--- config.mk ---
export PLATFORM = sky130hd
export DESIGN_NAME = irq_prio_arbiter
export DESIGN_NICKNAME = d
export VERILOG_FILES = /design/src/rtl/irq_arb_pkg.sv /design/src/rtl/irq_level_picker.sv /design/src/rtl/irq_service_stack.sv /design/src/rtl/irq_prio_arbiter.sv
export SDC_FILE = /design/constraint.sdc
export NUM_CORES = 1
export LEC_CHECK = 0
export ABC_AREA = 1
export BUFFER_PORTS_ARGS = -buffer_cell sky130_fd_sc_hd__buf_4
export CAP_MARGIN = 10
export CORE_MARGIN = 4
export CORE_UTILIZATION = 40
export CTS_BUF_LIST = sky130_fd_sc_hd__clkbuf_2 sky130_fd_sc_hd__clkbuf_4 sky130_fd_sc_hd__clkbuf_8
export CTS_CLUSTER_SIZE = 14
export DETAILED_ROUTE_END_ITERATION = 12
export PLACE_DENSITY = 0.67
export SLEW_MARGIN = 0
export SYNTH_ARGS = -nofsm -noshare
export SYNTH_HDL_FRONTEND = slang
export SYNTH_SLANG_ARGS = --single-unit
--- constraint.sdc ---
create_clock -name clk -period 3.96 [get_ports clk]
set_input_delay 0.198 -clock clk [delete_from_list [all_inputs] [get_ports clk]]
set_output_delay 0.198 -clock clk [all_outputs]
set_load 0.05 [all_outputs]
--- src/rtl/irq_arb_pkg.sv ---
package irq_arb_pkg;

    typedef enum logic [1:0] {
        LVL_NONE = 2'd0,
        LVL_LOW  = 2'd1,
        LVL_HIGH = 2'd2,
        LVL_PF   = 2'd3
    } lvl_e;

    localparam int unsigned VEC_W     = 8;
    localparam logic [7:0]  PF_VECTOR = 8'h33;
    localparam logic [7:0]  VEC_FIRST = 8'h03;
    localparam int unsigned VEC_STEP  = 8;

    // Vector address of a source: power-fail is fixed, the rest step evenly.
    function automatic logic [VEC_W-1:0] src_vector(input int unsigned idx);
        if (idx == 0) begin
            return PF_VECTOR;
        end
        return VEC_FIRST + VEC_W'(VEC_STEP * (idx - 1));
    endfunction

endpackage

--- src/rtl/irq_level_picker.sv ---
module irq_level_picker #(
    parameter int unsigned N     = 14,
    localparam int unsigned IDX_W = $clog2(N)
) (
    input  logic [N-1:0]     req_i,
    output logic             hit_o,
    output logic [IDX_W-1:0] idx_o
);

    // Lowest set index wins: scan downward so the last assignment sticks.
    always_comb begin
        hit_o = |req_i;
        idx_o = '0;
        for (int i = N - 1; i >= 0; i--) begin
            if (req_i[i]) begin
                idx_o = IDX_W'(i);
            end
        end
    end

endmodule

--- src/rtl/irq_service_stack.sv ---
module irq_service_stack
    import irq_arb_pkg::*;
#(
    parameter int unsigned DEPTH = 3,
    localparam int unsigned CNT_W = $clog2(DEPTH + 1)
) (
    input  logic       clk,
    input  logic       rst_n,
    input  logic       push_i,
    input  logic [1:0] push_lvl_i,
    input  logic       pop_i,
    output logic [1:0] top_lvl_o
);

    typedef struct packed {
        logic [DEPTH-1:0][1:0] lvl;
        logic [CNT_W-1:0]      cnt;
    } stk_t;

    stk_t stk_d, stk_q;

    always_comb begin
        int unsigned top_idx;
        stk_d   = stk_q;
        top_idx = (stk_q.cnt == 0) ? 0 : int'(stk_q.cnt) - 1;
        top_lvl_o = (stk_q.cnt == 0) ? LVL_NONE : stk_q.lvl[top_idx];
        if (push_i) begin
            if (int'(stk_q.cnt) < DEPTH) begin
                stk_d.lvl[stk_q.cnt] = push_lvl_i;
                stk_d.cnt            = stk_q.cnt + 1'b1;
            end
        end else if (pop_i && stk_q.cnt != 0) begin
            stk_d.lvl[top_idx] = LVL_NONE;
            stk_d.cnt          = stk_q.cnt - 1'b1;
        end
    end

    always_ff @(posedge clk or negedge rst_n) begin
        if (!rst_n) begin
            stk_q <= '0;
        end else begin
            stk_q <= stk_d;
        end
    end

    // Levels only ever nest upward, so a push never meets a full stack.
    p_no_overflow_r8: assert property (@(posedge clk) disable iff (!rst_n)
        push_i |-> (int'(stk_q.cnt) < DEPTH));

    // A pushed level must sit above what was in service.
    p_push_above_r8: assert property (@(posedge clk) disable iff (!rst_n)
        push_i |-> (push_lvl_i > top_lvl_o));

    p_pop_empty_r10: assert property (@(posedge clk) disable iff (!rst_n)
        (pop_i && !push_i && stk_q.cnt == 0) |=> (stk_q.cnt == 0));

    p_push_top_r9: assert property (@(posedge clk) disable iff (!rst_n)
        push_i |=> (top_lvl_o == $past(push_lvl_i)));

endmodule

--- src/rtl/irq_prio_arbiter.sv ---
module irq_prio_arbiter
    import irq_arb_pkg::*;
#(
    parameter int unsigned NUM_SRC   = 14,
    parameter int unsigned NEST_MAX  = 3,
    localparam int unsigned SRC_W    = $clog2(NUM_SRC)
) (
    input  logic               clk,
    input  logic               rst_n,
    input  logic [NUM_SRC-1:0] pend_i,
    input  logic [NUM_SRC-1:0] en_i,
    input  logic [NUM_SRC-1:0] hi_pri_i,
    input  logic               glob_en_i,
    input  logic               ack_i,
    input  logic               reti_i,
    output logic               irq_o,
    output logic [VEC_W-1:0]   vec_o,
    output logic [SRC_W-1:0]   src_o,
    output logic [1:0]         cur_lvl_o
);

    localparam int unsigned NUM_PROG = 2;  // low and high programmable levels
    localparam logic [NUM_SRC-1:0] PF_BIT = NUM_SRC'(1);

    typedef struct packed {
        logic             irq;
        logic [VEC_W-1:0] vec;
        logic [SRC_W-1:0] src;
        logic [1:0]       lvl;
    } out_t;

    out_t out_d, out_q;

    logic                         pf_ok;
    logic [NUM_SRC-1:0]           prog_ok;
    logic [NUM_PROG-1:0][NUM_SRC-1:0] lvl_mask;
    logic [NUM_PROG-1:0]          lvl_hit;
    logic [NUM_PROG-1:0][SRC_W-1:0] lvl_idx;
    logic [1:0]                   cand_lvl;
    logic [SRC_W-1:0]             cand_src;
    logic [1:0]                   top_lvl;
    logic                         accept;
    logic                         pop;

    // Eligibility split per programmable level; power-fail kept apart.
    always_comb begin
        pf_ok       = pend_i[0] & en_i[0];
        prog_ok     = pend_i & en_i & {NUM_SRC{glob_en_i}} & ~PF_BIT;
        lvl_mask[0] = prog_ok & ~hi_pri_i;
        lvl_mask[1] = prog_ok & hi_pri_i;
    end

    for (genvar g = 0; g < NUM_PROG; g++) begin : g_level
        irq_level_picker #(.N(NUM_SRC)) u_pick (
            .req_i (lvl_mask[g]),
            .hit_o (lvl_hit[g]),
            .idx_o (lvl_idx[g])
        );
    end

    always_comb begin
        if (pf_ok) begin
            cand_lvl = LVL_PF;
            cand_src = '0;
        end else if (lvl_hit[1]) begin
            cand_lvl = LVL_HIGH;
            cand_src = lvl_idx[1];
        end else if (lvl_hit[0]) begin
            cand_lvl = LVL_LOW;
            cand_src = lvl_idx[0];
        end else begin
            cand_lvl = LVL_NONE;
            cand_src = '0;
        end
    end

    assign accept = out_q.irq & ack_i;
    assign pop    = reti_i & ~accept;

    irq_service_stack #(.DEPTH(NEST_MAX)) u_stack (
        .clk        (clk),
        .rst_n      (rst_n),
        .push_i     (accept),
        .push_lvl_i (out_q.lvl),
        .pop_i      (pop),
        .top_lvl_o  (top_lvl)
    );

    always_comb begin
        out_d = out_q;
        if (out_q.irq) begin
            if (ack_i) begin
                out_d.irq = 1'b0;
            end
        end else if (cand_lvl > top_lvl) begin
            out_d.irq = 1'b1;
            out_d.vec = src_vector(int'(cand_src));
            out_d.src = cand_src;
            out_d.lvl = cand_lvl;
        end
    end

    always_ff @(posedge clk or negedge rst_n) begin
        if (!rst_n) begin
            out_q <= '0;
        end else begin
            out_q <= out_d;
        end
    end

    assign irq_o     = out_q.irq;
    assign vec_o     = out_q.vec;
    assign src_o     = out_q.src;
    assign cur_lvl_o = top_lvl;

    p_hold_r11: assert property (@(posedge clk) disable iff (!rst_n)
        (out_q.irq && !ack_i) |=> (out_q.irq && $stable(out_q.vec) && $stable(out_q.src)));

    p_ack_drop_r9: assert property (@(posedge clk) disable iff (!rst_n)
        (out_q.irq && ack_i) |=> !out_q.irq);

    p_preempt_r8: assert property (@(posedge clk) disable iff (!rst_n)
        out_q.irq |-> (out_q.lvl > top_lvl));

    p_pf_vec_r5: assert property (@(posedge clk) disable iff (!rst_n)
        (out_q.irq && out_q.src == '0) |-> (out_q.vec == PF_VECTOR && out_q.lvl == LVL_PF));

    p_pf_first_r2: assert property (@(posedge clk) disable iff (!rst_n)
        (!out_q.irq && pf_ok && top_lvl != LVL_PF) |=> (out_q.irq && out_q.src == '0));

endmodule

==> run summary, run 1 <==
* **status** finished, final reports clean
* **count of inserted antenna diode cells** 0
* **xor/xnor cell area share of the yosys netlist** 0%
* **number of DRC markers in iteration 0** 91
* **Hold Path End** irq_o
* **Detailed Routing Iterations Pass 1** 4
* **number of placement rows** 24
* **DP Wirelength** 3.181 mm
* **Post CTS Setup Buffer Count** 0
* **highest net fanout along the worst path** 17
* **clock transition at the registers of the reported paths** 0.08 ns
* **dominant combinational cell family by area after synthesis** simple AND/OR/NAND/NOR gates
* **Leakage** 0.001226 uW
* **count of boundary I/O pins** 62
* **DRC Markers** 0
* **most frequently used flop master after synthesis** dfrtp_1
* **cell occurring most often along the worst timing path** nand2_1
* **layout cells sized above 1** 28.48%
* **simple-gate share of the synthesized area** 37.38%
* **count of fill cells added during filler insertion** 455
* **arithmetic-cell share of the synthesized area counting full adders, half adders and majority gates** 2.774%
* **Highest Clock Rate** 417.1 MHz
* **Worst setup EP type** register
* **initial antenna violation count** 0
* **Worst IR Drop VDD** 177.3 uV
* **worst path cell trace** buf_4 > nand3_1 > nor2_1 > nor2_1 > nand2_2 > nor2_2 > nand2_2 > clkinv_2 > nand2_1 > ha_1 > nand2_1 > nand2_1 > nor2_1 > inv_1 > a21oi_4 > nand3_1 > nand2_1
* **worst-skew pair later-pin latency** 0.26 ns
* **clock buffer count from CTS** 3
* **Async SR Flop Fraction** 100.0%
* **final net count** 368
* **Critical-path top delay cell** ha_1
* **post-synthesis area per instance** 6.732 sq um
* **vias post-DR** 1726
* **post-synthesis net count** 319
* **grt total ovfl** 0
* **Critical Path Start Type** input port
* **overall die width** 75.16 um
* **first-pass GRT wire length** 6.417 mm
* **Data required, critical path** 4.16 ns
* **most common cell after layout, fill and taps aside** nand2_1
* **die boundary height** 75.16 um
* **Synth-to-Final Area Change** 24.62%
* **GR Util All Layers** 14.25%
* **cell at the root of the clock tree** clkbuf_8
* **post-synth design cell area** 0.001804 sq mm
* **number of enable-type register cells in the synthesized netlist** 0
* **detailed-route wire length** 3.731 mm
* **Placed Cells incl. Taps** 363
* **effective utilization at floorplan** 41.44%
* **number of buffers added on ports** 59
* **setup tns final** 0 ns
* **instance count of the mapped netlist** 268
* **count of distinct cell types in the synthesized netlist** 36
* **areal power density over the cells** 546.3 mW/mm^2
* **synthesized-area fraction occupied by ao, oa, aoi and oai cells** 12.76%
* **global placement routability congestion** 0.8097
* **CTS Sinks** 21
* **final count of hold timing violations** 0
* **clock tree from TritonCTS** built
* **slowest stage delay, CP** 0.30 ns
* **leading cell types in the layout, fill and taps excluded** 66 x nand2_1, 59 x buf_4, 50 x inv_1
* **Min-Delay Startpoint** ack_i
* **type of the setup path with the least slack** in2reg
* **minimum period implied by the final worst setup slack** 2.398 ns
* **WL/cell** 10.14 um
* **share of the core filled with cells in the final layout** 51.64%
* **Reg-to-Reg Start** u_stack.stk_q[1]
* **unrepaired setup endpoints after global routing** no
* **deepest level of the CTS H-tree** 1
* **Final Cycle Share** 60.54%
* **reg2reg end** vec_o[7]
* **largest net degree at the start of global routing** 22
* **max-slew violation count** 0
* **clock tree skew after final layout** 0.006511 ns
* **total core area** 0.004354 sq mm
* **vias in the first global route** 1612
* **number of cells on the worst reg-to-reg path** 13
* **multiplexer area fraction after synthesis** 0%
* **via-per-instance ratio** 4.690
* **total non-filler cell area in the finished layout** 0.002248 sq mm
* **CP Data Arrival Time** 2.60 ns
* **area of the die** 0.005649 sq mm
* **warnings from Yosys** 0
* **portion of the post-synthesis area used by sequential elements** 29.13%
* **setup slack on the worst flop-to-flop path** 1.57 ns
* **type of the tightest min-delay check** in2reg
* **post-placement cell area** 0.002192 sq mm
* **worst hold path stage count** 2
* **residual antenna-violating net count after detailed routing** 0
* **number of buffers between clock root and the deepest sink** 2
* **post-synthesis sequential element count** 21
* **count of endpoints failing setup in the final report** 0
* **number of max-capacitance violations reported** 0
* **non-filler instance count after layout** 368
-- cell type report --
type,instances,area [sq um],share of cell area (%)
clock buffers,3,41.29,1.836
well taps,52,65.06,2.894
inverters,53,200.2,8.904
clock inverters,1,5.005,0.2226
multi-input cells,178,958.4,42.63
flip-flops and latches,21,525.5,23.37
repair buffers,60,452.9,20.14
-- worst max-delay path by stage --
stage	startpoint	to	slack, ns	cells after the start
after global placement	glob_en_i	vec_o[7]	1.24	17
after global routing	glob_en_i	vec_o[7]	1.09	17
final	glob_en_i	vec_o[7]	1.56	17
after detailed placement	glob_en_i	vec_o[7]	1.25	17
after floorplan	u_stack.stk_q[1]	vec_o[4]	1.49	15
after CTS	glob_en_i	vec_o[7]	1.52	17
-- synthesized netlist by cell type (2+ instances only) --
cell type  number  share of area, %
a21oi_1         6               1.7
buf_4          12               5.0
buf_6           2               1.2
clkbuf_1        2              0.42
dfrtp_1        21                29
ha_1            4               2.8
inv_1          50                10
inv_2           2              0.42
nand2_1        66                14
nand2_2         3               1.0
nand3_1        16               4.4
nand3_2         6               3.3
nand4_1         5               1.7
nand4_2         2               1.4
nor2_1         29               6.0
nor2_2          3               1.0
o21ai_0        15               4.2
o21ai_2         3               1.5
o221ai_1        2              0.97
o22ai_1         2              0.69
o32ai_1         2              0.97
-- logic make-up (layout without fill, tap and decap cells) --
kind of cell	after synthesis	count (layout)
AO/OA/AOI/OAI	35	35
flip-flops	21	21
buffers and inverters	69	117
other	1	1
adder cells (fa/ha/maj)	4	4
AND/OR/NAND/NOR	138	138
-- worst max-delay path: cells and delay by family --
family | cells | cell delay (ns)
simple gates | 12 | 1.30
compound gates | 1 | 0.22
buf+inv | 3 | 0.56
fa+ha+maj | 1 | 0.30
-- registers in the layout, summed over array words and instances (netlist names) --
register,cells
irq_o,1
out_q,2
src_o,4
vec_o,6
u_stack.stk_q,8
-- timing repair --
| action | CTS | global route |
|---|---|---|
| hold buffers | 1 | 0 |
| endpoints found under the hold margin | 21 | 0 |
| setup endpoints to repair | 0 | 0 |
| gates resized for setup | 0 | 0 |
-- metal layers --
metal  wire length, um  track usage, %  vias to the layer above  share of wire [%]
met3               272           2.136                        7                7.3
met4                71           5.825                        0                1.9
met5                 0               0                        -                  0
li1                  -               -                      930                  -
met2              1776           24.85                       56                 48
met1              1611           17.49                      733                 43
-- per-stage QoR --
stage | setup slack [ns] | power [uW] | hold WS, ns
after floorplan | 1.492 | 951.8 | -0.09759
after global placement | 1.242 | 1088 | 0.09235
after detailed placement | 1.254 | 1097 | 0.09579
after CTS | 1.516 | 1242 | 0.1430
after global routing | 1.085 | 1344 | 0.1506
final | 1.563 | 1228 | 0.1455
-- power by group --
group,switching [uW],internal (uW)
Sequential,57.4,311
Combinational,482,236
Clock,71.3,70.2
No activity file was read; power rests on OpenSTA's default activity.
==> run 2: changes to the inputs <==
- clock period: 3.96 -> 2.48 ns (I/O delays scaled with it)
==> run 2 against run 1 <==
Effect of this change: global-route usage fell by 0.11 points; via count fell by 0.58%; die area did not move; first-iteration DRC count fell by 15%; clock skew fell by 0.0027 ns; critical path type is now reg2reg; total power rose by 63%; clock power rose by 54%; largest power group unchanged; combinational power rose by 66%.
==> run summary, run 2 (synthesized netlist as in run 1, its figures left out) <==
* **deepest level of the CTS H-tree** 1
* **clock tree skew after final layout** 0.003850 ns
* **die boundary height** 75.16 um
* **DRC Markers** 0
* **Largest register FFs** 8
* **number of max-capacitance violations reported** 0
* **number of DRC markers in iteration 0** 77
* **Final Cycle Share** 86.76%
* **grt total ovfl** 0
* **overall die width** 75.16 um
* **worst-skew pair later-pin latency** 0.26 ns
* **clock transition at the registers of the reported paths** 0.07 ns
* **GR Util All Layers** 14.14%
* **residual antenna-violating net count after detailed routing** 0
* **count of inserted antenna diode cells** 0
* **CTS Sinks** 21
* **Highest Clock Rate** 464.7 MHz
* **Worst setup EP type** register
* **Placed Cells incl. Taps** 366
* **Worst IR Drop VDD** 322.6 uV
* **count of fill cells added during filler insertion** 457
* **minimum period implied by the final worst setup slack** 2.152 ns
* **largest net degree at the start of global routing** 22
* **type of the setup path with the least slack** reg2reg
* **final count of hold timing violations** 0
* **clock tree from TritonCTS** built
* **detailed-route wire length** 3.802 mm
* **DP Wirelength** 3.195 mm
* **CP Data Arrival Time** 2.35 ns
* **setup tns final** 0 ns
* **most common cell after layout, fill and taps aside** nand2_1
* **Synth-to-Final Area Change** 25.87%
* **vias post-DR** 1716
* **top register by number of flip-flops** u_stack.stk_q
* **clock buffer count from CTS** 3
* **Leakage** 0.001240 uW
* **layout cells sized above 1** 29.47%
* **Post CTS Setup Buffer Count** 0
* **type of the tightest min-delay check** in2reg
* **first-pass GRT wire length** 6.313 mm
* **max-slew violation count** 0
* **final net count** 371
* **total core area** 0.004354 sq mm
* **status** finished, final reports clean
* **Critical Path Start Type** register
* **number of buffers added on ports** 59
* **via-per-instance ratio** 4.625
* **unrepaired setup endpoints after global routing** no
* **Data required, critical path** 2.68 ns
* **number of buffers between clock root and the deepest sink** 2
* **Tot Pwr** 1999 uW
* **non-filler instance count after layout** 371
* **count of endpoints failing setup in the final report** 0
* **Detailed Routing Iterations Pass 1** 4
* **initial antenna violation count** 0
* **global placement routability congestion** 0.8115
* **vias in the first global route** 1593
* **count of boundary I/O pins** 62
* **effective utilization at floorplan** 41.44%
* **leading cell types in the layout, fill and taps excluded** 66 x nand2_1, 62 x buf_4, 49 x inv_1
* **number of placement rows** 24
* **areal power density over the cells** 880.4 mW/mm^2
* **highest net fanout along the worst path** 17
* **area of the die** 0.005649 sq mm
* **cell at the root of the clock tree** clkbuf_8
* **WL/cell** 10.25 um
## run 2: cell types whose count changed in the layout (fill, tap and decap cells not counted), sizes merged
cell and delta:
buf +3
## run 2: power by group
group	switching, uW	leakage (uW)	internal [uW]	total, uW
clock	106	0.0000255	112	218
sequential	94.4	0.000262	497	591
combinational	790	0.000952	400	1190
total	990	0.00124	1010	2000
## run 2: what timing repair did
action / CTS / global route
resized for setup: 0 / 1
setup endpoints to repair: 0 / 4
hold buffers: 1 / 0
endpoints found under the hold margin: 21 / 0
## run 2: final cells by class
class / count / area (sq um) / share of cell area [%]
multi-input cells: 178 / 958.4 / 42.20
flip-flops and latches: 21 / 525.5 / 23.14
repair buffers: 63 / 475.5 / 20.94
inverters: 53 / 200.2 / 8.815
well taps: 52 / 65.06 / 2.865
clock buffers: 3 / 41.29 / 1.818
clock inverters: 1 / 5.005 / 0.2204
## run 2: worst paths after layout
path	startpoint	end	slack [ns]	cells past startpoint
max in group asynchronous	rst_n	src_o[2]	1.99	2
hold / removal	ack_i	irq_o	0.08	2
setup reg to reg	u_stack.stk_q[1]	vec_o[7]	0.33	13
hold reg to reg	vec_o[7]	vec_o[7]	0.48	2
min in group asynchronous	rst_n	vec_o[1]	0.28	2
setup / recovery	u_stack.stk_q[1]	vec_o[7]	0.33	13
## run 2: per-stage QoR
step	hold WS [ns]	cell area (sq um)	utilization, %	setup WS (ns)
after floorplan	-0.1716	1804	-	0.01190
after global placement	0.01837	2215	50.86	0.05089
after detailed placement	0.02000	2215	50.86	0.03897
after CTS	0.07046	2271	52.16	0.2294
after global routing	0.07566	2271	52.16	0.03646
final	0.07892	2271	52.16	0.3283
## run 2: worst max-delay path, stage by stage, from the launching register on
cell      delay, ns
dfrtp_1        0.49
inv_1          0.11
nor2_1         0.17
nand2_1        0.07
o221ai_1       0.07
nand2_1        0.10
ha_1           0.32
nand2_1        0.07
nand2_1        0.04
nor2_1         0.16
inv_2          0.16
a21oi_4        0.18
nand3_1        0.09
nand2_1        0.06
## run 2: per-layer routing
metal | up-vias | routed length, um | part of all wire [%] | global-route usage, %
li1 | 937 | - | - | -
met2 | 52 | 1763 | 46 | 25.63
met4 | 0 | 70 | 1.8 | 6.019
met1 | 722 | 1692 | 45 | 16.26
met3 | 5 | 276 | 7.3 | 2.403
met5 | - | 0 | 0 | 0
==> run 3: changes to the inputs <==
- ABC_AREA: 1 -> not set
- CORE_UTILIZATION: 40 -> 33
- PLACE_DENSITY: 0.67 -> 0.58
==> run 3 against run 2 <==
Effect of this change: worst hold slack got worse by 0.0042 ns; worst setup slack got worse by 0.18 ns; first-iteration DRC count rose by 2.6%; register-to-register slack got worse by 0.15 ns; sequential share of layout area fell by 2.4 points; cell area rose by 12%; highest routed layer unchanged; via count rose by 5.1%.
==> run summary, run 3 <==
* **status** finished, final reports clean
* **clock tree from TritonCTS** built
* **number of max-capacitance violations reported** 0
* **count of distinct cell types in the synthesized netlist** 53
* **top cell type's share of synthesized area** 29.33%
* **instance count of the mapped netlist** 204
* **portion of total power attributed to sequential cells** 29.1%
* **Data required, critical path** 2.65 ns
* **number of buffers added on ports** 59
* **overall die width** 81.69 um
* **number of placement rows** 26
* **leading cell types in the layout, fill and taps excluded** 92 x buf_4, 22 x nand2_1, 21 x dfrtp_1
* **GR Util All Layers** 14.49%
* **WL/cell** 13.00 um
* **Largest register FFs** 8
* **number of buffers between clock root and the deepest sink** 2
* **clock transition at the registers of the reported paths** 0.07 ns
* **Detailed Routing Iterations Pass 1** 4
* **Sw Share** 45.71%
* **worst hold path stage count** 2
* **logic gate share of total power** 60.0%
* **warnings from Yosys** 0
* **final net count** 333
* **post-synthesis cell type with the largest combined area** dfrtp_1
* **top register by number of flip-flops** u_stack.stk_q
* **deepest level of the CTS H-tree** 1
* **area of the die** 0.006672 sq mm
* **number of cells on the worst reg-to-reg path** 9
* **worst-skew pair later-pin latency** 0.25 ns
* **Highest Clock Rate** 428.5 MHz
* **most frequently used flop master after synthesis** dfrtp_1
* **portion of the post-synthesis area used by sequential elements** 29.33%
* **number of DRC markers in iteration 0** 79
* **minimum period implied by the final worst setup slack** 2.334 ns
* **grt total ovfl** 0
* **Min-Delay Startpoint** ack_i
* **CTS Sinks** 21
* **detailed-route wire length** 4.564 mm
* **Async SR Flop Fraction** 100.0%
* **Critical Path Start Type** input port
* **DP Wirelength** 3.910 mm
* **post-synth design cell area** 0.001792 sq mm
* **clock buffer count from CTS** 3
* **die boundary height** 81.69 um
* **area taken by flip-flops and latches** 525.5 sq um
* **largest net degree at the start of global routing** 23
* **count of fill cells added during filler insertion** 509
* **Reg-to-Reg Start** u_stack.stk_q[1]
* **most common cell after layout, fill and taps aside** buf_4
* **number of enable-type register cells in the synthesized netlist** 0
* **worst hold margin** 0.07469 ns
* **effective utilization at floorplan** 34.64%
* **vias in the first global route** 1705
* **via-per-instance ratio** 5.140
* **area of combinational cells with multiple inputs** 0.001147 sq mm
* **top cells by instance count after synthesis** 22 x nand2_1, 21 x dfrtp_1, 15 x o21ai_0
* **final count of hold timing violations** 0
* **CP Data Arrival Time** 2.50 ns
* **Tot Pwr** 2098 uW
* **Final Cycle Share** 94.10%
* **max-slew violation count** 0
* **type of the tightest min-delay check** in2reg
* **clock network power share** 10.8%
* **global placement routability congestion** 0.8314
* **switching power of the nets** 959.0 uW
* **vias post-DR** 1804
* **post-synthesis net count** 255
* **non-filler instance count after layout** 351
* **post-synthesis area per instance** 8.783 sq um
* **count of inserted antenna diode cells** 0
* **layout cells sized above 1** 43.42%
* **areal power density over the cells** 827.2 mW/mm^2
* **type of the setup path with the least slack** in2reg
* **Worst setup EP type** register
* **initial antenna violation count** 0
* **internal power** 1139 uW
* **clock tree skew after final layout** 0.005315 ns
* **cell at the root of the clock tree** clkbuf_8
* **first-pass GRT wire length** 7.810 mm
* **Placed Cells incl. Taps** 344
* **DRC Markers** 0
* **post-synthesis sequential element count** 21
* **Leakage** 0.001165 uW
* **setup tns final** 0 ns
* **highest net fanout along the worst path** 22
* **most used standard cell by instance count after synthesis** nand2_1
* **Worst IR Drop VDD** 424.0 uV
* **count of boundary I/O pins** 62
* **total core area** 0.005172 sq mm
* **critical path launch point** glob_en_i
* **largest cells by area after synthesis** dfrtp_1 29%, buf_4 5.4%, nand2_1 4.6%, nand4_1 4.2%, o21ai_0 4.2%
* **Synth-to-Final Area Change** 41.55%
* **count of endpoints failing setup in the final report** 0
* **residual antenna-violating net count after detailed routing** 0
[run 3: changes by cell type after synthesis, sizes merged, moves of 6 or more]
cell / delta
nand2: -47
nand3: -16
inv: -48
and4b: +7
nor2: -19
nand4b: +6
[run 3: power by group through the flow]
stage | clock network [uW] | logic (uW) | registers (uW)
final | 227 | 1260 | 611
after global routing | 256 | 1390 | 634
after CTS | 238 | 1240 | 607
after detailed placement | 0 | 1230 | 614
after global placement | 0 | 1220 | 609
after floorplan | 0 | 921 | 597
[run 3: cells by family after synthesis]
group / Yosys count / synth area share (%)
AOI/OAI and AO/OA: 57 / 23.74
buffers and inverters: 25 / 8.868
and+or+nand+nor: 92 / 32.33
muxes: 4 / 2.723
other: 1 / 0.2093
adders and majority gates: 4 / 2.793
DFF: 21 / 29.33
[run 3: final cells by class]
class	instances	share of cell area [%]
timing repair buffer	94	28.07
inverter	4	0.5920
multi-input combinational	158	45.24
tap	70	3.453
sequential	21	20.72
clock buffer	4	1.924
[run 3: layer usage]
| layer | part of all wire [%] | wire [um] | GRT usage (%) |
|---|---|---|---|
| met3 | 7.0 | 321 | 2.193 |
| met4 | 0.96 | 44 | 3.987 |
| met1 | 47 | 2148 | 19.49 |
| met2 | 45 | 2050 | 24.10 |
| met5 | 0 | 0 | 0 |
[run 3: path summary, 6_finish.rpt]
check | to | slack [ns]
max | vec_o[6] | 0.15
min | irq_o | 0.07
max reg2reg | vec_o[6] | 0.18
min reg2reg | vec_o[3] | 0.48
max in group asynchronous | src_o[3] | 1.97
min in group asynchronous | irq_o | 0.29
[run 3: critical path, stage by stage]
cell       delay [ns]
buf_4            0.18
buf_6            0.15
nand4_1          0.13
nand4_1          0.16
nor4_2           0.34
buf_4            0.16
nand2_1          0.09
ha_4             0.30
nor2b_1          0.13
o21ai_1          0.06
buf_4            0.15
or2_2            0.32
a2bb2oi_2        0.13
o211ai_1         0.08
[run 3: per-stage QoR]
step	util, %	area [sq um]	setup WS [ns]
floorplan	-	1804	0.02563
global placement	46.98	2430	-0.07520
detailed placement	46.98	2430	-0.1233
CTS	48.11	2489	0.1159
global route	49.03	2536	-0.002439
finish	49.03	2536	0.1464
[run 3: timing repair]
| item | CTS | global route |
|---|---|---|
| hold buffers | 1 | 0 |
| hold endpoints to repair | 21 | 0 |
| setup buffers | 0 | 2 |
| resized for setup | 0 | 6 |
| setup endpoints to repair | 0 | 2 |
